**src/rtl/gcp_pkg.sv**
```systemverilog
package gcp_pkg;

    // Edge strobes derived from the synchronised serial inputs
    typedef struct packed {
        logic shift;   // rising serial clock while load enable low
        logic drive;   // falling serial clock while load enable low
        logic latch;   // rising load enable
    } gcp_strobe_t;

endpackage

```
**src/rtl/gcp_sync.sv**
```systemverilog
module gcp_sync #(
    parameter int          WIDTH  = 3,
    parameter int          STAGES = 2,
    parameter logic [WIDTH-1:0] RST_VAL = '0
) (
    input  logic             clk,
    input  logic             rst_n,
    input  logic [WIDTH-1:0] din,
    output logic [WIDTH-1:0] dout
);

    logic [STAGES-1:0][WIDTH-1:0] pipe_d, pipe_q;

    always_comb begin
        pipe_d[0] = din;
        for (int i = 1; i < STAGES; i++) begin
            pipe_d[i] = pipe_q[i-1];
        end
    end

    always_ff @(posedge clk or negedge rst_n) begin
        if (!rst_n) begin
            for (int i = 0; i < STAGES; i++) begin
                pipe_q[i] <= RST_VAL;
            end
        end else begin
            pipe_q <= pipe_d;
        end
    end

    assign dout = pipe_q[STAGES-1];

endmodule

```
**src/rtl/gcp_edge.sv**
```systemverilog
module gcp_edge
    import gcp_pkg::*;
(
    input  logic        clk,
    input  logic        rst_n,
    input  logic        sclk_s,
    input  logic        ld_s,
    output gcp_strobe_t stb
);

    typedef struct packed {
        logic sclk_p;
        logic ld_p;
    } edge_st_t;

    edge_st_t st_d, st_q;

    always_comb begin
        st_d.sclk_p = sclk_s;
        st_d.ld_p   = ld_s;
        stb.shift   = sclk_s & ~st_q.sclk_p & ~ld_s;
        stb.drive   = ~sclk_s & st_q.sclk_p & ~ld_s;
        stb.latch   = ld_s & ~st_q.ld_p;
    end

    always_ff @(posedge clk or negedge rst_n) begin
        if (!rst_n) begin
            st_q.sclk_p <= 1'b0;
            st_q.ld_p   <= 1'b1;   // idle-high enable must not look like a rise
        end else begin
            st_q <= st_d;
        end
    end

endmodule

```
**src/rtl/gcp_shift.sv**
```systemverilog
module gcp_shift #(
    parameter int WORD_W = 8,
    parameter int GAIN_W = 6
) (
    input  logic              clk,
    input  logic              rst_n,
    input  logic              shift,
    input  logic              drive,
    input  logic              din,
    output logic              dout,
    output logic              word_pd,
    output logic [GAIN_W-1:0] word_gain
);

    typedef struct packed {
        logic [WORD_W-1:0] sr;
        logic              so;
    } shift_st_t;

    shift_st_t st_d, st_q;

    always_comb begin
        st_d = st_q;
        if (shift) begin
            st_d.sr = {st_q.sr[WORD_W-2:0], din};
        end
        if (drive) begin
            st_d.so = st_q.sr[WORD_W-1];
        end
    end

    always_ff @(posedge clk or negedge rst_n) begin
        if (!rst_n) begin
            st_q.sr <= '0;
            st_q.so <= 1'b0;
        end else begin
            st_q <= st_d;
        end
    end

    // First bit in ends at the far stage; gain occupies the newest bits
    assign dout      = st_q.so;
    assign word_pd   = st_q.sr[WORD_W-1];
    assign word_gain = st_q.sr[GAIN_W-1:0];

endmodule

```
**src/rtl/gain_ctl_port.sv**
```systemverilog
module gain_ctl_port
    import gcp_pkg::*;
#(
    parameter int WORD_W      = 8,
    parameter int GAIN_W      = 6,
    parameter int DEF_GAIN    = 31,
    parameter int SYNC_STAGES = 2,
    parameter int QDB_BASE    = 40,
    localparam int QDB_W      = $clog2(QDB_BASE + (1 << GAIN_W))
) (
    input  logic              clk,
    input  logic              rst_n,
    input  logic              ser_clk,
    input  logic              ser_din,
    input  logic              load_en,
    output logic              ser_dout,
    output logic [GAIN_W-1:0] gain_code,
    output logic              pwr_down,
    output logic [QDB_W-1:0]  gain_qdb
);

    localparam int IN_W = 3;

    typedef struct packed {
        logic              pd;
        logic [GAIN_W-1:0] gain;
    } active_t;

    logic [IN_W-1:0]   in_s;
    gcp_strobe_t       stb;
    logic              word_pd;
    logic [GAIN_W-1:0] word_gain;
    active_t           act_d, act_q;

    gcp_sync #(
        .WIDTH   (IN_W),
        .STAGES  (SYNC_STAGES),
        .RST_VAL (3'b100)
    ) u_sync (
        .clk   (clk),
        .rst_n (rst_n),
        .din   ({load_en, ser_din, ser_clk}),
        .dout  (in_s)
    );

    gcp_edge u_edge (
        .clk    (clk),
        .rst_n  (rst_n),
        .sclk_s (in_s[0]),
        .ld_s   (in_s[2]),
        .stb    (stb)
    );

    gcp_shift #(
        .WORD_W (WORD_W),
        .GAIN_W (GAIN_W)
    ) u_shift (
        .clk       (clk),
        .rst_n     (rst_n),
        .shift     (stb.shift),
        .drive     (stb.drive),
        .din       (in_s[1]),
        .dout      (ser_dout),
        .word_pd   (word_pd),
        .word_gain (word_gain)
    );

    always_comb begin
        act_d = act_q;
        if (stb.latch) begin
            act_d.pd   = word_pd;
            act_d.gain = word_gain;
        end
    end

    always_ff @(posedge clk or negedge rst_n) begin
        if (!rst_n) begin
            act_q.pd   <= 1'b0;
            act_q.gain <= GAIN_W'(DEF_GAIN);
        end else begin
            act_q <= act_d;
        end
    end

    assign gain_code = act_q.gain;
    assign pwr_down  = act_q.pd;
    assign gain_qdb  = QDB_W'(QDB_BASE) + QDB_W'(act_q.gain);

endmodule

```
**config.mk**
```make
export PLATFORM = sky130hd
export DESIGN_NAME = gain_ctl_port
export DESIGN_NICKNAME = d
export VERILOG_FILES = /design/src/rtl/gcp_pkg.sv /design/src/rtl/gcp_sync.sv /design/src/rtl/gcp_edge.sv /design/src/rtl/gcp_shift.sv /design/src/rtl/gain_ctl_port.sv
export SDC_FILE = /design/constraint.sdc
export NUM_CORES = 1
export LEC_CHECK = 0
export CORE_UTILIZATION = 25
export CTS_BUF_LIST = sky130_fd_sc_hd__clkbuf_16
export CTS_CLUSTER_DIAMETER = 150
export DETAILED_ROUTE_END_ITERATION = 7
export GPL_ROUTABILITY_DRIVEN = 1
export PLACE_DENSITY_LB_ADDON = 0.15
export SETUP_SLACK_MARGIN = 0.02
export SLEW_MARGIN = 15
export SYNTH_ARGS = -nofsm -noshare
export SYNTH_HDL_FRONTEND = slang
export SYNTH_SLANG_ARGS = --single-unit
```
**constraint.sdc**
```tcl
create_clock -name clk -period 1.28 [get_ports clk]
set_input_delay 0.32 -clock clk [delete_from_list [all_inputs] [get_ports clk]]
set_output_delay 0.32 -clock clk [all_outputs]
set_load 0.03 [all_outputs]
```
### After elaboration in Yosys (flattened, before gate mapping)

Cells that the tools add are included.
Widths: inputs -> output; s select.

| word-level totals | value |
|---|---|
| register bits | 24 |
| output and inout port bits | 15 |

| operators by class | value |
|---|---|
| add/subtract/negate cells | 1 |
| bitwise gates (word level) | 9 |

Operator list:

| kind | count |
|---|---|
| $add 6x6->7 const A | 1 |
| $and 1x1->1 | 5 |
| $not 1->1 | 4 |

### Longest topological paths before layout

Gate-level depths: netlist (run 1).

| logic depth | value |
|---|---|
| depth after elaboration | 3 |
| gate-level depth with buffers | 3 |
| mapped depth without buffers | 2 |

### Cells and area by module

A second synthesis (run 1) with hierarchy kept.

| unflattened totals | value |
|---|---|
| cell total of the unflattened synthesis | 58 |
| area total of the unflattened synthesis | 991.0 µm² |

Modules (own cells, without submodules):

| module | times used | cells each | area each (µm²) | seq. area each (µm²) |
|---|---|---|---|---|
| gcp_shift | 1 | 25 | 412.9 | 225.2 |
| gain_ctl_port | 1 | 22 | 352.8 | 181.4 |
| gcp_sync | 1 | 6 | 152.6 | 152.6 |
| gcp_edge | 1 | 5 | 72.6 | 51.3 |

### Worst setup path before layout (run 1)

OpenSTA, ideal clock, no wires.

| timing path | value |
|---|---|
| path kind | register to output |
| from | register act_q, in the netlist gain_code[3] |
| to | output port gain_qdb[5] |
| arrival | 1.165 ns |
| slack | -0.205 ns |
| stages on the path, launching flop included | 3 |
| cells stage by stage | dfstp_2 -> ha_1 -> xnor2_1 |

| between the ends | value |
|---|---|
| cells in the longest elaborated chain, start to end | 1 |

Ends and longest elaborated chain:

| element | line | RTL |
|---|---|---|
| start, declared | gain_ctl_port.sv:33 | `active_t act_d, act_q;` |
| start signal, assigned | gain_ctl_port.sv:81 | `act_q <= act_d;` |
| $add 6x6->7 | gain_ctl_port.sv:87 | `assign gain_qdb = QDB_W'(QDB_BASE) + QDB_W'(act_q.gain);` |
| end, declared | gain_ctl_port.sv:19 | `output logic [QDB_W-1:0] gain_qdb` |

Every way passes these cells.

### Worst setup path in the final report (run 1)

| timing path | value |
|---|---|
| from | register act_q, in the netlist gain_code[4] |
| to | output port gain_qdb[5] |

The elaborated chain is that of the path after synthesis.

==> flow_summary.json, run 1 <==
{
  "routed_via_density": 4.08,
  "violations": "setup timing",
  "timing.final.crit_period_ns": 1.54,
  "clock_latency_ns": 0.25,
  "cp_slowest_stage_delay_ns": 0.55,
  "maxCapViolations": 0,
  "arrival_ns": 1.22,
  "syn-num-nets": 57,
  "vdd_drop_max_mv": 1.02,
  "wl_mm": 1.43,
  "crit_family": "flip-flops",
  "worst_pin_slew_ns": 0.206,
  "rsz0062_at_grt": "true",
  "crit_slowest_cell": "dfstp_2",
  "fin_util": 0.404,
  "period_share": 1.20,
  "seq_area_frac_synth": 0.691,
  "dieArea_um2": 3770,
  "final_hold_viol_count": 0,
  "r2r-start": "u_sync.dout[2]",
  "synth_edf_count": 0,
  "core.rowCount": 21,
  "cp-start-kind": "flop",
  "pre_cts_ws_ns": -0.360,
  "globalplace.congestion": 0.619,
  "synth-main-ff-cell": "dfrtp_1",
  "drtIter0Drc": 10,
  "synthArstFlopShare": 1.00,
  "overflow": 0,
  "grt_max_degree": 25,
  "area_growth_pct": 54.0,
  "synth_area_leaders": "dfrtp_1 (45%), dfstp_2 (24%), mux2_2 (20%)",
  "vias": 498,
  "ys_top_cells_by_count": "dfrtp_1 (16), mux2_2 (16), dfstp_2 (8)",
  "status": "finished with violations",
  "p_leak_uw": 0.000616,
  "yosysTopAreaCell": "dfrtp_1",
  "dp_hpwl_um": 909,
  "drt_first_pass_iters": 2,
  "cts-htree-levels": 1,
  "path_cells": "ha_4, xnor2_4, buf_6",
  "cp-end-kind": "output port",
  "die_w_um": 61.4,
  "fmax_mhz": 651,
  "hp-start": "u_sync.pipe_d[3]",
  "place_area_um2": 1180,
  "cts_hold_buf": 0,
  "pin_count": 20,
  "core_area_um2": 3360,
  "holdWs_ns": 0.349,
  "syn-cell-area_um2": 883,
  "antenna_found_initial": 0,
  "yosysTopAreaCellShare": 0.453,
  "worst_slack_ns": -0.255,
  "powerDensity_nw_per_um2": 2570,
  "yosysWarnings": 0,
  "io_buffers": 19,
  "drive_gt1_frac": 0.697,
  "required_ns": 0.96,
  "cts_tree": "yes",
  "wl_per_cell_um": 11.7,
  "drc": 0,
  "design_area_um2": 1360,
  "worstSetupStartpoint": "gain_code[4]",
  "clk_path_buf_depth": 2,
  "cts_setup_buffers": 0,
  "syn_inst": 51,
  "yosysUniqueCellTypes": 12,
  "cts_root_buffer": "clkbuf_16",
  "grt_pass1_vias": 500,
  "min_path_type": "reg2reg",
  "path_buf_inv": 1,
  "grt_pass1_wl_mm": 2.26,
  "slew_headroom": 0.862,
  "cp_max_fo": 2,
  "ant_nets": 0,
  "dp_cells": 118,
  "track_usage": 0.0882,
  "cts_sinks": 24,
  "die_y_um": 61.4,
  "finalSetupViolations": 8,
  "numCtsBuffers": 3,
  "worstSetupPathType": "reg2out",
  "antenna_cells": 0,
  "avgSynthCellArea_um2": 17.3,
  "synth-seq-cells": 24,
  "clk_pin_slew_ns": 0.06,
  "layout.nets": 83,
  "slew_viol_final": 0,
  "initial_core_util": 0.263,
  "skew_ns": 0.00361,
  "fin_cells": 122
}
layout make-up:
| cell class | count | area (µm²) |
|---|---|---|
| clock buffer | 3 | 75.1 |
| timing repair buffer | 25 | 272 |
| tap | 46 | 57.6 |
| fill | 344 | 2000 |
| sequential | 24 | 612 |
| inverter | 1 | 3.75 |
| clock inverter | 1 | 3.75 |
| multi-input combinational | 22 | 337 |
power breakdown:
part           internal [µW]  switching [µW]  total, µW
Clock                    417             245        662
Sequential              1040             207       1240
Combinational            856             728       1580
through the flow:
| step | setup TNS [ns] | power, µW |
|---|---|---|
| 4_1_cts | -1.15 | 3470 |
| 2_1_floorplan | -0.0300 | 2150 |
| 3_5_place_dp | -1.18 | 2580 |
| 6_report | -1.02 | 3490 |
| 5_1_grt | -1.49 | 3670 |
| 3_3_place_gp | -0.952 | 2570 |
state kept, by name (all words and copies together), names as in the netlist:
name and count:
u_shift.word_pd 1, u_edge.st_q 2, u_shift.st_q 1, u_sync.pipe_d 3, u_sync.dout 3, gain_code 6, pwr_down 1, u_shift.dout 1
u_shift.word_gain 6
cells by family after synthesis:
| kind of cell | share of synthesized area |
|---|---|
| DFF | 0.691 |
| muxes | 0.204 |
| buffers and inverters | 0.0354 |
| and+or+nand+nor | 0.0368 |
| AOI/OAI and AO/OA | 0.00850 |
| xor gates and xnor gates | 0.00992 |
| adders and majority gates | 0.0142 |
per-layer routing:
layer	routed length (µm)	part of all wire	global-route usage
met5	0	0	0
met4	40	0.028	0.0667
met3	79	0.055	0.0315
met2	663	0.46	0.137
met1	644	0.45	0.0996
cell usage in the layout (no fill, tap or decap):
cell type,synthesis,routed
dfrtp_1,16,15
dfrtp_2,0,1
buf_6,0,13
mux2_4,0,15
buf_12,0,2
ha_4,0,1
mux2_2,16,1
clkdlybuf4s50_1,0,4
xnor2_4,0,1
clkinv_1,0,1
nor3b_4,1,1
inv_1,1,1
nor3b_1,1,1
nor2b_4,0,1
a21o_1,1,1
buf_4,3,6
clkbuf_16,0,3
dfstp_2,8,8
path summary, 6_finish.rpt:
path | end | slack (ns) | depth (start not counted)
setup / recovery | gain_qdb[5] | -0.26 | 3
hold / removal | u_sync.dout[0] | 0.35 | 0
setup reg to reg | pwr_down | -0.02 | 3
hold reg to reg | u_sync.dout[0] | 0.35 | 0
max in group asynchronous | gain_code[3] | 0.65 | 2
min in group asynchronous | u_sync.pipe_d[3] | 0.41 | 2
what timing repair did:
item	CTS	global route
pin swaps	0	1
setup endpoints to repair	20	20
gates resized for setup	33	8
(Power assumes the default switching activity.)
==> run 2: changes to the inputs <==
--- a/config.mk
+++ b/config.mk
@@ -15,4 +15,5 @@
 export SLEW_MARGIN = 15
 export SYNTH_ARGS = -nofsm -noshare
 export SYNTH_HDL_FRONTEND = slang
+export SYNTH_HIERARCHICAL = 1
 export SYNTH_SLANG_ARGS = --single-unit
==> run 2 against run 1 <==
  * The flow still finishes with violations (setup timing)
  * Largest cell class unchanged
  * Clock-buffer cell count is the same
  * Non-clock buffer count rose by 4
  * Highest routed layer unchanged
  * Sequential share of layout area down 0.33 points
  * First-iteration DRC count is 90% lower
==> flow_summary.json, run 2 <==
{
  "holdPathStages": 0,
  "timing.rr.end": "gain_code[5]",
  "r2r-start": "u_sync/dout[2]",
  "drt_first_pass_iters": 2,
  "initial_core_util": 0.265,
  "cp-end-kind": "output port",
  "core_area_um2": 3740,
  "yosysUniqueCellTypes": 12,
  "drive_gt1_frac": 0.722,
  "syn_inst": 58,
  "timing.final.crit_period_ns": 1.54,
  "seq_area_frac_synth": 0.616,
  "layout.nets": 87,
  "clk_pin_slew_ns": 0.06,
  "grt_pass1_vias": 473,
  "rr_worst_depth": 3,
  "synth_edf_count": 0,
  "violations": "setup timing",
  "cts_sinks": 24,
  "min_path_type": "reg2reg",
  "core.rowCount": 22,
  "antenna_cells": 0,
  "synth-main-ff-cell": "dfrtp_1",
  "maxCapViolations": 0,
  "yosysWarnings": 6,
  "crit_slowest_cell": "dfstp_2",
  "nFillCells": 368,
  "yosysTopAreaCell": "dfrtp_1",
  "syn-cell-area_um2": 991,
  "yosysTopAreaCellShare": 0.404,
  "endpoint": "gain_qdb[5]",
  "layout_common_cells": "mux2_4 (15), dfrtp_1 (15), buf_6 (13)",
  "synth_area_leaders": "dfrtp_1 (40%), mux2_4 (23%), dfstp_2 (21%)",
  "die_y_um": 65.0,
  "vias": 497,
  "grt_pass1_wl_mm": 2.33,
  "dp_hpwl_um": 911,
  "grt_max_degree": 25,
  "dieArea_um2": 4220,
  "drc": 0,
  "die_w_um": 65.0,
  "cp-start-kind": "flop",
  "cts_root_buffer": "clkbuf_16",
  "routed_via_density": 3.91,
  "finalSetupViolations": 6,
  "cts-htree-levels": 1,
  "clock_latency_ns": 0.25,
  "wl_per_cell_um": 10.8,
  "period_share": 1.20,
  "arrival_ns": 1.22,
  "worst_slack_ns": -0.256,
  "fmax_mhz": 651,
  "rsz0062_at_grt": "true",
  "yosysMostFrequentCell": "dfrtp_1",
  "globalplace.congestion": 0.643,
  "p_total_uw": 3520,
  "area_growth_pct": 38.3,
  "reg2reg_setup_slack_ns": 0.01,
  "track_usage": 0.0760,
  "drtIter0Drc": 1,
  "ys_top_cells_by_count": "dfrtp_1 (16), mux2_4 (15), buf_4 (9)",
  "required_ns": 0.96,
  "io_buffers": 19,
  "cts_tree": "yes",
  "fin_util": 0.366,
  "path_cells": "ha_4, xnor2_4, buf_6",
  "avgSynthCellArea_um2": 17.1,
  "synthArstFlopShare": 1.00,
  "cts_hold_buf": 0,
  "powerDensity_nw_per_um2": 2570,
  "pin_count": 20,
  "worst_pin_slew_ns": 0.197,
  "syn-num-nets": 64,
  "ant_nets": 0,
  "slew_headroom": 0.869,
  "vdd_drop_max_mv": 0.746,
  "antenna_found_initial": 0,
  "p_leak_uw": 0.000628,
  "synth-seq-cells": 24,
  "worstSetupPathType": "reg2out",
  "status": "finished with violations",
  "worstSetupStartpoint": "gain_code[3]",
  "cp_slowest_stage_delay_ns": 0.55,
  "skew_ns": 0.00455,
  "slew_viol_final": 0,
  "clk_path_buf_depth": 2,
  "cp_max_fo": 2,
  "holdWs_ns": 0.348,
  "overflow": 0,
  "final_hold_viol_count": 0,
  "numCtsBuffers": 3,
  "wl_mm": 1.37
}
[run 2: changes by cell type after synthesis, sizes merged]
| cell | delta |
|---|---|
| buf | +7 |
[run 2: final cells by class]
cell class	count	area, µm²	share of cell area
tap	48	60.1	0.0438
multi-input combinational	22	330	0.241
sequential	24	612	0.447
inverter	1	3.75	0.00274
timing repair buffer	29	289	0.211
clock buffer	3	75.1	0.0548
[run 2: worst min path at each step]
stage	from	endpoint	slack [ns]
2_1_floorplan	rst_n	gain_code[5]	0.02
3_3_place_gp	u_sync/pipe_d[4]	u_sync/dout[1]	0.33
3_5_place_dp	u_sync/pipe_d[4]	u_sync/dout[1]	0.34
4_1_cts	u_sync/pipe_d[4]	u_sync/dout[1]	0.35
5_1_grt	u_sync/pipe_d[4]	u_sync/dout[1]	0.36
6_report	u_sync/pipe_d[4]	u_sync/dout[1]	0.35
[run 2: routing by layer]
layer / GRT usage / wire [µm] / vias to the layer above
li1: - / - / 232
met1: 0.0963 / 626 / 244
met2: 0.112 / 653 / 19
met3: 0.0317 / 78 / 2
met4: 0.0333 / 14 / 0
met5: 0 / 0 / -
[run 2: timing repair]
| action | 4_1_cts | 5_1_grt |
|---|---|---|
| pin swaps | 1 | 0 |
| endpoints found under the setup margin | 19 | 22 |
| resized for setup | 27 | 2 |
| cloned | 0 | 0 |
| setup buffers | 3 | 1 |
[run 2: kinds of logic (layout without fill, tap and decap cells)]
family,count (synthesis),count (layout),synth area share
compound gates,1,1,0.00758
xor+xnor,1,1,0.00884
fa+ha+maj,1,1,0.0126
buf+inv,12,33,0.0947
flops,24,24,0.616
mux,16,16,0.239
simple gates,3,3,0.0215
[run 2: metrics by stage]
step | setup slack (ns) | cell area [µm²] | cells | TNS (ns)
CTS | -0.271 | 1350 | 126 | -1.07
global route | -0.306 | 1370 | 127 | -1.26
global placement | -0.350 | 1210 | 120 | -0.689
detailed placement | -0.358 | 1210 | 120 | -0.775
floorplan | -0.0320 | 1020 | 58 | -0.0320
finish | -0.256 | 1370 | 127 | -1.00
[run 2: where the power goes]
group	internal (µW)	leakage, µW	switching, µW
combinational	898	0.000310	733
sequential	1040	0.000281	201
clock	412	0.0000370	233
[run 2: critical path: cells and delay by family, from the launching register on]
family	cells	cell delay [ns]
adder cells (fa/ha/maj)	1	0.16
XOR/XNOR	1	0.11
buffers and inverters	1	0.14
flip-flops	1	0.55
==> run 3: changes to the inputs <==
--- a/config.mk
+++ b/config.mk
@@ -5,6 +5,7 @@
 export SDC_FILE = /design/constraint.sdc
 export NUM_CORES = 1
 export LEC_CHECK = 0
+export CORE_ASPECT_RATIO = 1.25
 export CORE_UTILIZATION = 25
 export CTS_BUF_LIST = sky130_fd_sc_hd__clkbuf_16
 export CTS_CLUSTER_DIAMETER = 150
==> run 3 against run 2 <==
  * The flow still finishes with violations (setup timing)
  * Combinational power about the same
  * Non-clock buffer count decreased by 1
  * Clock skew decreased by 0.0017 ns
  * Via count decreased by 1.0%
  * Sequential cell count unchanged
  * Largest power group unchanged
==> flow_summary.json, run 3 (synthesis gave the netlist of run 2 again) <==
{
  "skew_ns": 0.00286,
  "clk_path_buf_depth": 2,
  "path_buf_inv": 1,
  "period_share": 1.21,
  "required_ns": 0.96,
  "slew_viol_final": 0,
  "pin_count": 20,
  "ant_nets": 0,
  "layout_common_cells": "mux2_4 (15), dfrtp_1 (15), buf_6 (13)",
  "die_w_um": 58.3,
  "antenna_found_initial": 0,
  "holdWs_ns": 0.349,
  "holdPathStages": 0,
  "initial_core_util": 0.262,
  "cts_tree": "yes",
  "worst_slack_ns": -0.270,
  "drive_gt1_frac": 0.722,
  "cts_hold_buf": 0,
  "p_leak_uw": 0.000640,
  "crit_slowest_cell": "dfstp_2",
  "core.rowCount": 25,
  "clk_pin_slew_ns": 0.06,
  "drc": 0,
  "endpoint": "gain_qdb[5]",
  "drt_first_pass_iters": 2,
  "maxCapViolations": 0,
  "dieArea_um2": 4220,
  "worstSetupPathType": "reg2out",
  "grt_pass1_wl_mm": 2.41,
  "min_path_type": "reg2reg",
  "rsz0062_at_grt": "true",
  "fin_util": 0.373,
  "grt_max_degree": 25,
  "drtIter0Drc": 11,
  "grt_pass1_vias": 497,
  "final_hold_viol_count": 0,
  "io_buffers": 19,
  "finalSetupViolations": 6,
  "cp_slowest_stage_delay_ns": 0.55,
  "cp_max_fo": 2,
  "seqPwrFrac": 0.328,
  "p_int_uw": 2570,
  "fmax_mhz": 645,
  "p_comb_frac": 0.438,
  "cp-start-kind": "flop",
  "reg2reg_setup_slack_ns": 0.03,
  "globalplace.congestion": 0.638,
  "vdd_drop_max_mv": 0.795,
  "timing.rr.end": "pwr_down",
  "routed_via_density": 3.70,
  "core_area_um2": 3780,
  "powerDensity_nw_per_um2": 2680,
  "wl_mm": 1.44,
  "net-switching-power_uw": 1210,
  "slew_headroom": 0.861,
  "violations": "setup timing",
  "timing.final.crit_period_ns": 1.55,
  "r2r-start": "u_sync/dout[2]",
  "crit_family": "flip-flops",
  "area_growth_pct": 42.6,
  "overflow": 0,
  "crit_cells": 3,
  "status": "finished with violations",
  "worst_pin_slew_ns": 0.207,
  "path_cells": "ha_4, xnor2_4, buf_6",
  "antenna_cells": 0,
  "arrival_ns": 1.23,
  "cp-end-kind": "output port",
  "rr_worst_depth": 3,
  "cts_root_buffer": "clkbuf_16",
  "layout.nets": 86,
  "worstSetupStartpoint": "gain_code[3]",
  "die_y_um": 72.4,
  "track_usage": 0.0801,
  "wl_per_cell_um": 10.8,
  "numCtsBuffers": 3,
  "power_switching_share": 0.321,
  "clock_power_share": 0.233,
  "cts_sinks": 24,
  "clock_latency_ns": 0.26,
  "cts-htree-levels": 1,
  "vias": 492
}
run 3: cell type report:
type | instances | area [µm²]
clock inverters | 1 | 30.0
inverters | 1 | 3.75
fillers | 364 | 2370
repair buffers | 28 | 294
clock buffers | 3 | 75.1
multi-input cells | 22 | 330
well taps | 54 | 67.6
flip-flops and latches | 24 | 612
run 3: timing repair:
| item | CTS | global route |
|---|---|---|
| setup endpoints to repair | 20 | 22 |
| gates resized for setup | 27 | 2 |
| pin swaps | 1 | 0 |
| buffers inserted | 3 | 0 |
run 3: power by group through the flow:
stage	clock network (µW)	logic [µW]	registers, µW
final	883	1660	1240
after detailed placement	0	1490	1250
after floorplan	0	935	1430
after global placement	0	1470	1240
after CTS	909	1670	1250
after global routing	934	1740	1280
run 3: per-layer routing:
metal	up-vias	GRT usage	wire length, µm
li1	226	-	-
met1	245	0.0982	663
met2	17	0.117	668
met3	4	0.0267	68
met4	0	0.0556	37
met5	-	0	0
run 3: how the worst min path moves through the flow:
stage | startpoint | to
global placement | u_sync/pipe_d[4] | u_sync/dout[1]
floorplan | rst_n | gain_code[5]
detailed placement | u_sync/pipe_d[4] | u_sync/dout[1]
global route | u_sync/pipe_d[5] | u_sync/dout[2]
CTS | u_sync/pipe_d[4] | u_sync/dout[1]
finish | u_sync/pipe_d[4] | u_sync/dout[1]
run 3: through the flow:
step           setup WS (ns)  power (µW)  std cells  setup TNS, ns  instance area (µm²)
3_3_place_gp          -0.349        2710        126         -0.717                 1230
3_5_place_dp          -0.369        2730        126         -0.799                 1230
4_1_cts               -0.279        3830        133          -1.14                 1400
5_1_grt               -0.304        3950        133          -1.36                 1410
6_report              -0.270        3780        133          -1.07                 1410
2_1_floorplan        -0.0320        2360         58        -0.0320                 1020
